### src/rtl/ll_desc_loader.sv
module ll_desc_loader (
  input  logic        clk,
  input  logic        rst_n,
  input  logic        start_i,
  input  logic [31:0] base_i,
  input  logic [31:0] link_i,
  output logic        busy_o,
  output logic        mem_req_o,
  output logic [31:0] mem_addr_o,
  input  logic        mem_rvalid_i,
  input  logic [31:0] mem_rdata_i,
  input  logic        mem_rerr_i,
  output logic        wr_en_o,
  output logic [2:0]  wr_sel_o,
  output logic [31:0] wr_data_o,
  output logic        next_o,
  output logic        final_o,
  output logic        lerr_o
);
  localparam int NREG = 6;
  localparam int SW   = $clog2(NREG);

  logic [NREG-1:0] pend;
  logic [31:0]     addr;
  logic            busy;
  logic            link_upd;
  logic [SW-1:0]   cur_idx;
  logic [NREG-1:0] cur_oh;
  logic [NREG-1:0] pend_nx;

  // index 0 is fetched first
  wire [NREG-1:0] flags = {link_i[16], link_i[27], link_i[28],
                           link_i[29], link_i[30], link_i[31]};
  wire [31:0] first_addr = {base_i[31:16], link_i[15:2], 2'b00};
  wire unused_bits = ^{base_i[15:0], link_i[26:17], link_i[1:0]};

  always_comb begin
    cur_idx = '0;
    for (int i = NREG - 1; i >= 0; i--)
      if (pend[i]) cur_idx = SW'(i);
  end

  assign cur_oh    = NREG'(1) << cur_idx;
  assign pend_nx   = pend & ~cur_oh;
  assign busy_o    = busy;
  assign mem_req_o = busy;
  assign mem_addr_o = addr;

  always_ff @(posedge clk or negedge rst_n) begin
    if (!rst_n) begin
      busy      <= 1'b0;
      pend      <= '0;
      addr      <= '0;
      link_upd  <= 1'b0;
      wr_en_o   <= 1'b0;
      wr_sel_o  <= '0;
      wr_data_o <= '0;
      next_o    <= 1'b0;
      final_o   <= 1'b0;
      lerr_o    <= 1'b0;
    end else begin
      wr_en_o <= 1'b0;
      next_o  <= 1'b0;
      final_o <= 1'b0;
      lerr_o  <= 1'b0;
      if (!busy) begin
        if (start_i) begin
          if (flags == '0) begin
            final_o <= 1'b1;
          end else begin
            busy     <= 1'b1;
            pend     <= flags;
            addr     <= first_addr;
            link_upd <= link_i[16];
          end
        end
      end else if (mem_rvalid_i) begin
        if (mem_rerr_i) begin
          lerr_o <= 1'b1;
          busy   <= 1'b0;
          pend   <= '0;
        end else begin
          wr_en_o   <= 1'b1;
          wr_sel_o  <= 3'(cur_idx);
          wr_data_o <= mem_rdata_i;
          pend      <= pend_nx;
          addr      <= addr + 32'd4;
          if (pend_nx == '0) begin
            busy <= 1'b0;
            if (link_upd) next_o  <= 1'b1;
            else          final_o <= 1'b1;
          end
        end
      end
    end
  end
endmodule

### config.mk
export PLATFORM = sky130hd
export DESIGN_NAME = ll_desc_loader
export DESIGN_NICKNAME = d
export VERILOG_FILES = /design/src/rtl/ll_desc_loader.sv
export SDC_FILE = /design/constraint.sdc
export NUM_CORES = 1
export LEC_CHECK = 0
export ABC_CLOCK_PERIOD_IN_PS = 5350
export BUFFER_PORTS_ARGS = -buffer_cell sky130_fd_sc_hd__buf_4
export CAP_MARGIN = 30
export CORE_MARGIN = 2
export CORE_UTILIZATION = 52
export DETAILED_ROUTE_END_ITERATION = 6
export MAX_ROUTING_LAYER = met4
export PLACE_DENSITY = 0.95
export SKIP_CTS_REPAIR_TIMING = 1
export SYNTH_ARGS = -nofsm -noshare
export SYNTH_HDL_FRONTEND = slang
export SYNTH_SLANG_ARGS = --single-unit
### constraint.sdc
create_clock -name clk -period 5.35 [get_ports clk]
set_clock_uncertainty 0.2 [all_clocks]
set_input_delay 0.2675 -clock clk [delete_from_list [all_inputs] [get_ports clk]]
set_output_delay 0.2675 -clock clk [all_outputs]
set_load 0.005 [all_outputs]
==> results of run 1 <==
layout make-up:
| type | count | area [um^2] |
|---|---|---|
| well taps | 102 | 128 |
| multi-input cells | 329 | 1950 |
| fillers | 481 | 1630 |
| inverters | 13 | 48.8 |
| repair buffers | 205 | 1700 |
| clock buffers | 10 | 138 |
| clock inverters | 6 | 119 |
| flip-flops and latches | 77 | 1930 |
through the flow:
stage,hold WS (ps),std cells,utilization,power (mW)
after floorplan,-228,449,-,1.81
after global placement,257,668,0.675,2.34
after detailed placement,264,668,0.675,2.42
after CTS,-102,684,0.708,2.98
after global routing,10.9,742,0.786,3.24
final,-1.50,742,0.786,3.04
worst reg2reg max path, stage by stage, from the launching register on:
cell and delay [ps]:
dfrtp_1 750, nor2b_1 830, o31a_1 250, buf_4 300, nor2_2 170, a221o_1 320
cells in the mapped netlist (2+ instances only):
master | instances | area, um^2
nand4_1 | 8 | 50.1
o21ai_0 | 7 | 35.0
o311ai_0 | 3 | 26.3
nand3_1 | 16 | 80.1
buf_6 | 2 | 22.5
nor2_1 | 19 | 71.3
a221o_1 | 8 | 80.1
mux2_2 | 3 | 33.8
or4_1 | 7 | 52.6
buf_2 | 3 | 15.0
and4_1 | 4 | 35.0
and2_1 | 9 | 56.3
nand2b_1 | 6 | 37.5
o22ai_1 | 6 | 37.5
and3_1 | 8 | 50.1
o31a_1 | 3 | 26.3
nor3_1 | 11 | 55.1
a21o_1 | 2 | 15.0
clkbuf_1 | 20 | 75.1
a21oi_1 | 7 | 35.0
or4_4 | 2 | 22.5
nand2_1 | 123 | 462
dfrtp_1 | 77 | 1930
nand3b_1 | 3 | 22.5
o211ai_1 | 7 | 52.6
o31ai_1 | 3 | 22.5
a311oi_1 | 6 | 52.6
mux2i_1 | 17 | 170
a22o_1 | 7 | 61.3
inv_1 | 13 | 48.8
buf_4 | 3 | 22.5
a211oi_1 | 5 | 37.5
nor4_1 | 6 | 37.5
cells by family (layout without fill, tap and decap cells):
group | count (synthesis) | count (layout) | synth area share
other | 1 | 2 | 0.000922
adder cells (fa/ha/maj) | 2 | 2 | 0.00553
multiplexers | 20 | 20 | 0.0501
buffers and inverters | 43 | 234 | 0.0474
AO/OA/AOI/OAI | 76 | 76 | 0.149
AND/OR/NAND/NOR | 229 | 229 | 0.274
flip-flops | 77 | 77 | 0.474
state kept, by name, indices dropped and copies added, names as in the netlist:
register	count
lerr_o	1
busy_o	1
next_o	1
wr_sel_o	3
wr_en_o	1
mem_addr_o	30
final_o	1
pend	6
wr_data_o	32
link_upd	1
per-layer routing:
layer	vias to the layer above	routed length, um	GRT usage
li1	1978	-	-
met1	1996	4970	0.344
met2	169	6320	0.426
met3	29	680	0.0407
met4	0	274	0.0871
met5	-	0	-
placed cells by master, fill, tap and decap left out, drive strengths merged, types with 4 or more instances in the layout:
cell type,netlist,layout
a311oi,7,7
a211oi,5,5
nand2,123,123
o211ai,7,7
and3,8,8
nor3,11,11
dlygate4sd3,0,57
o21ai,7,7
nand3,16,16
and2,9,9
dfrtp,77,77
a22o,7,7
nand4,9,9
or4,9,9
o22ai,6,6
a221o,8,8
mux2i,17,17
nor2,20,20
nor4,8,8
inv,13,14
a21oi,7,7
o31ai,4,4
clkbuf,21,10
buf,9,148
and4,4,4
nand2b,6,6
power breakdown:
part	leakage, nW	switching [mW]	internal [mW]
combinational	1.85	0.614	0.697
clock	0.129	0.228	0.328
sequential	0.939	0.326	0.845
path summary, 6_finish.rpt:
check / slack [ps] / end / cells after the start / start
worst max-delay path: 2430 / mem_addr_o[8]$_DFFE_PN0P_ / 5 / busy_o$_DFF_PN0_
worst max register to register: 2430 / mem_addr_o[8]$_DFFE_PN0P_ / 5 / busy_o$_DFF_PN0_
min in group asynchronous: 70 / mem_addr_o[12]$_DFFE_PN0P_ / 2 / rst_n
worst min-delay path: -1 / lerr_o$_DFF_PN0_ / 3 / mem_rvalid_i
worst min register to register: 280 / wr_data_o[5]$_DFFE_PN0P_ / 2 / wr_data_o[5]$_DFFE_PN0P_
max in group asynchronous: 4290 / mem_addr_o[7]$_DFFE_PN0P_ / 3 / rst_n
==> impl_metrics.env, run 1 <==
export IMPL_die_w_um=92.5
export IMPL_synthArstFlopShare=1.00
export IMPL_drc_errors=0
export IMPL_ys_warn_count=0
export IMPL_start_kind="flop"
export IMPL_nets=737
export IMPL_p_leak_nw=2.92
export IMPL_critPathTopFamily="simple AND/OR/NAND/NOR gates"
export IMPL_final_hold_viol_count=1
export IMPL_final_cell_area_um2=6010
export IMPL_drt_initial_drc_count=318
export IMPL_worstSkewPairLatency_ps=350
export IMPL_cap_violations=0
export IMPL_grt_max_degree=79
export IMPL_netlist_area_um2=4070
export IMPL_antennaDiodeCount=0
export IMPL_violations="negative hold slack"
export IMPL_cp_max_fo=27
export IMPL_worstSetupPathType="reg2reg"
export IMPL_dpl_hpwl_um=7460
export IMPL_drt_total_wl_um=12200
export IMPL_start_util=0.532
export IMPL_slew_violations=0
export IMPL_period_share=0.546
export IMPL_gp_congestion=0.860
export IMPL_max_stage_delay_ps=830
export IMPL_worst_slack_ps=2430
export IMPL_fp_dieArea_um2=8550
export IMPL_required_ps=5390
export IMPL_cts_root_buf="clkbuf_8"
export IMPL_core_um2=7650
export IMPL_yosysUniqueCellTypes=57
export IMPL_areaGrowthSynthToFinish_pct=47.8
export IMPL_finalSetupViolations=0
export IMPL_placementRows=32
export IMPL_ys_flop_type="dfrtp_1"
export IMPL_ir_drop_uv=295
export IMPL_slew_headroom=0.357
export IMPL_antenna_found_initial=0
export IMPL_vias=4172
export IMPL_clkTransAtPathRegs_ps=90
export IMPL_pre_cts_ws_ps=2480
export IMPL_status="finished with violations"
export IMPL_cts_tree="yes"
export IMPL_grt_pass1_wl_um=17600
export IMPL_worstPathCellList="nor2b_1 -> o31a_1 -> buf_4 -> nor2_2 -> a221o_1"
export IMPL_track_usage=0.264
export IMPL_die_h_um=92.5
export IMPL_fmax_ghz=0.342
export IMPL_cts_buffers=9
export IMPL_cp_num_buf_inv=1
export IMPL_ys_ff_latch=77
export IMPL_via_per_inst=5.62
export IMPL_fin_tns_setup_ps=0
export IMPL_hold_slack_ps=-1.50
export IMPL_wl_per_cell_um=16.5
export IMPL_placed_area_um2=5160
export IMPL_cts_sinks=77
export IMPL_drive_gt1_frac=0.275
export IMPL_boundaryPins=174
export IMPL_htreeDepth=3
export IMPL_ctsLongestPathBuffers=2
export IMPL_hold_path_class="in2reg"
export IMPL_cellPowerDensity_nw_per_um2=505
export IMPL_worst_ep_arrival_time_ps=2960
export IMPL_endpoint_kind="flop"
export IMPL_synth_edff_count=0
export IMPL_grt_ovfl_total=0
export IMPL_ys_seq_area_frac=0.474
export IMPL_dr_pass1_iters=5
export IMPL_worst_pin_slew_ps=964
export IMPL_synthCells=448
export IMPL_rsz0062_at_grt="no"
export IMPL_port_buffers=143
export IMPL_grt_pass1_vias=3704
export IMPL_avgSynthCellArea_um2=9.08
export IMPL_slowest_stage="nor2b_1"
export IMPL_ant_nets=0
export IMPL_fin_crit_ps=2920
Power figures use the tool's default switching activity.
==> inputs of run 2 (changes only) <==
ABC_AREA = 1   (was default)
ABC_CLOCK_PERIOD_IN_PS = 2700   (was 5350)
CORE_UTILIZATION = 49   (was 52)
PLACE_DENSITY = 0.92   (was 0.95)
clock period = 2.7 ns   (was 5.35 ns; I/O delays follow)
==> run 2 against run 1 <==
The flow still finishes with violations (negative hold slack). Die area is 10% higher. Non-clock buffer count up 11. Sequential share of layout area down 1.4 points. Sequential power grew 97%. Flip-flop and latch count stayed put. Cell area is 4.8% higher. Final cell count rose by 26%. Setup slack worse by 1900 ps. Critical path depth up 4. First-iteration DRC count fell by 24%.
==> impl_metrics.env, run 2 <==
export IMPL_netlist_area_um2=4250
export IMPL_ys_flop_type="dfrtp_1"
export IMPL_regToRegStartpoint="busy_o$_DFF_PN0_"
export IMPL_nets=930
export IMPL_fmax_ghz=0.461
export IMPL_slew_violations=0
export IMPL_synth_area_top_cells="dfrtp_1 45%, nand2_1 24%, nor2_1 8.8%, nand3_1 4.6%, inv_1 3.5%"
export IMPL_fin_tns_setup_ps=0
export IMPL_synthTopCellsByCount="271 x nand2_1, 100 x nor2_1, 77 x dfrtp_1"
export IMPL_placementRows=33
export IMPL_avgSynthCellArea_um2=6.83
export IMPL_hold_depth=5
export IMPL_worst_ep_arrival_time_ps=2230
export IMPL_drt_initial_drc_count=242
export IMPL_cellPowerDensity_nw_per_um2=985
export IMPL_via_per_inst=5.22
export IMPL_p_leak_nw=3.22
export IMPL_clkTransAtPathRegs_ps=90
export IMPL_port_buffers=143
export IMPL_worstSetupPathType="reg2reg"
export IMPL_synthCells=622
export IMPL_ys_warn_count=0
export IMPL_dpl_hpwl_um=8580
export IMPL_core_um2=8300
export IMPL_cp_max_fo=41
export IMPL_gp_congestion=0.988
export IMPL_synth_most_common_cell="nand2_1"
export IMPL_ant_nets=0
export IMPL_grt_max_degree=78
export IMPL_cts_buffers=9
export IMPL_violations="negative hold slack"
export IMPL_ctsLongestPathBuffers=2
export IMPL_final_cells=938
export IMPL_htreeDepth=3
export IMPL_multi_input_area_um2=2040
export IMPL_vias=4900
export IMPL_grt_pass1_wl_um=19700
export IMPL_required_ps=2760
export IMPL_die_h_um=97.1
export IMPL_rsz0062_at_grt="no"
export IMPL_fp_dieArea_um2=9420
export IMPL_r2r_cells=9
export IMPL_fin_crit_ps=2170
export IMPL_ys_ff_latch=77
export IMPL_areaGrowthSynthToFinish_pct=48.5
export IMPL_die_w_um=97.1
export IMPL_hold_path_class="in2reg"
export IMPL_worstSkewPairLatency_ps=360
export IMPL_synth_top_cell_area_share=0.454
export IMPL_start_kind="flop"
export IMPL_drc_errors=0
export IMPL_top_register="wr_data_o"
export IMPL_cts_root_buf="clkbuf_8"
export IMPL_endpoint_kind="flop"
export IMPL_synth_top_area_cell="dfrtp_1"
export IMPL_grt_ovfl_total=0
export IMPL_cts_tree="yes"
export IMPL_seq_area_um2=1930
export IMPL_largest_reg_flops=32
export IMPL_wl_per_cell_um=14.4
export IMPL_holdCritStartpoint="base_i[31]"
export IMPL_yosysUniqueCellTypes=29
export IMPL_layout_common_cells="271 x nand2_1, 146 x buf_4, 100 x nor2_1"
export IMPL_synthArstFlopShare=1.00
export IMPL_drive_gt1_frac=0.214
export IMPL_cts_sinks=77
export IMPL_post_route_util=0.760
export IMPL_antennaDiodeCount=0
export IMPL_track_usage=0.261
export IMPL_dr_pass1_iters=5
export IMPL_start_util=0.512
export IMPL_finalSetupViolations=0
export IMPL_ir_drop_uv=581
export IMPL_period_share=0.803
export IMPL_startpoint="busy_o$_DFF_PN0_"
export IMPL_ys_seq_area_frac=0.454
export IMPL_status="finished with violations"
export IMPL_final_hold_viol_count=5
export IMPL_drt_total_wl_um=13500
export IMPL_synth_edff_count=0
export IMPL_hold_slack_ps=-98.7
export IMPL_grt_pass1_vias=4328
export IMPL_mostFrequentLayoutCell="nand2_1"
export IMPL_boundaryPins=174
export IMPL_cap_violations=0
export IMPL_place_inst=852
export IMPL_antenna_found_initial=0
export IMPL_n_fill_cell=565
-- run 2: cell types whose count changed after synthesis, sizes merged, moves of 11 or more --
cell    change
clkbuf     -12
nand3      +23
nor3       -11
mux2i      -17
nor2       +85
o21ai      +26
inv        +29
nand2     +152
-- run 2: logic make-up (layout without fill, tap and decap cells) --
group | count (synthesis) | in the layout | synth area share
other | 1 | 2 | 0.000883
buffers and inverters | 64 | 274 | 0.0669
flip-flops | 77 | 77 | 0.454
AO/OA/AOI/OAI | 52 | 52 | 0.0699
AND/OR/NAND/NOR | 424 | 424 | 0.399
adder cells (fa/ha/maj) | 1 | 1 | 0.00295
XOR/XNOR | 3 | 3 | 0.00619
-- run 2: metal layers --
metal / part of all wire / GRT usage
met2: 0.48 / 0.426
met4: 0.038 / 0.120
met5: 0 / -
met3: 0.093 / 0.0655
met1: 0.39 / 0.306
-- run 2: cell type report --
type / count / share of cell area
Inverter: 42 / 0.0254
Clock inverter: 6 / 0.0149
Sequential cell: 77 / 0.306
Multi-Input combinational cell: 482 / 0.323
Tap cell: 105 / 0.0208
Clock buffer: 10 / 0.0218
Timing Repair Buffer: 216 / 0.288
-- run 2: critical path, cell delays in order (launching register included) --
cell and delay (ps):
dfrtp_2 490, inv_2 270, nor2_4 90, nand2_4 80, buf_4 380, nand2_4 260
o21ai_0 140, nand2_1 70, nand2_1 50, inv_1 30
-- run 2: final timing paths --
kind	to	slack, ps
setup / recovery	mem_addr_o[22]$_DFFE_PN0P_	530
hold / removal	mem_addr_o[31]$_DFFE_PN0P_	-100
setup reg to reg	mem_addr_o[22]$_DFFE_PN0P_	530
hold reg to reg	wr_data_o[12]$_DFFE_PN0P_	290
max in group asynchronous	mem_addr_o[11]$_DFFE_PN0P_	740
min in group asynchronous	mem_addr_o[9]$_DFFE_PN0P_	480
-- run 2: where the power goes --
part | total, mW | leakage [nW] | switching [mW] | internal [mW]
Combinational | 2.88 | 2.16 | 1.53 | 1.35
Sequential | 2.31 | 0.952 | 0.615 | 1.70
Clock | 1.02 | 0.113 | 0.465 | 0.552
Total | 6.21 | 3.22 | 2.61 | 3.60
-- run 2: per-stage QoR --
step	setup WS, ps	hold WS [ps]	power, mW	area, um^2
after detailed placement	553	135	5.02	5350
final	532	-98.7	6.21	6300
after CTS	531	-242	6.04	5590
after floorplan	1080	-361	3.75	4250
after global placement	593	127	4.88	5350
after global routing	329	-2.09	6.70	6300
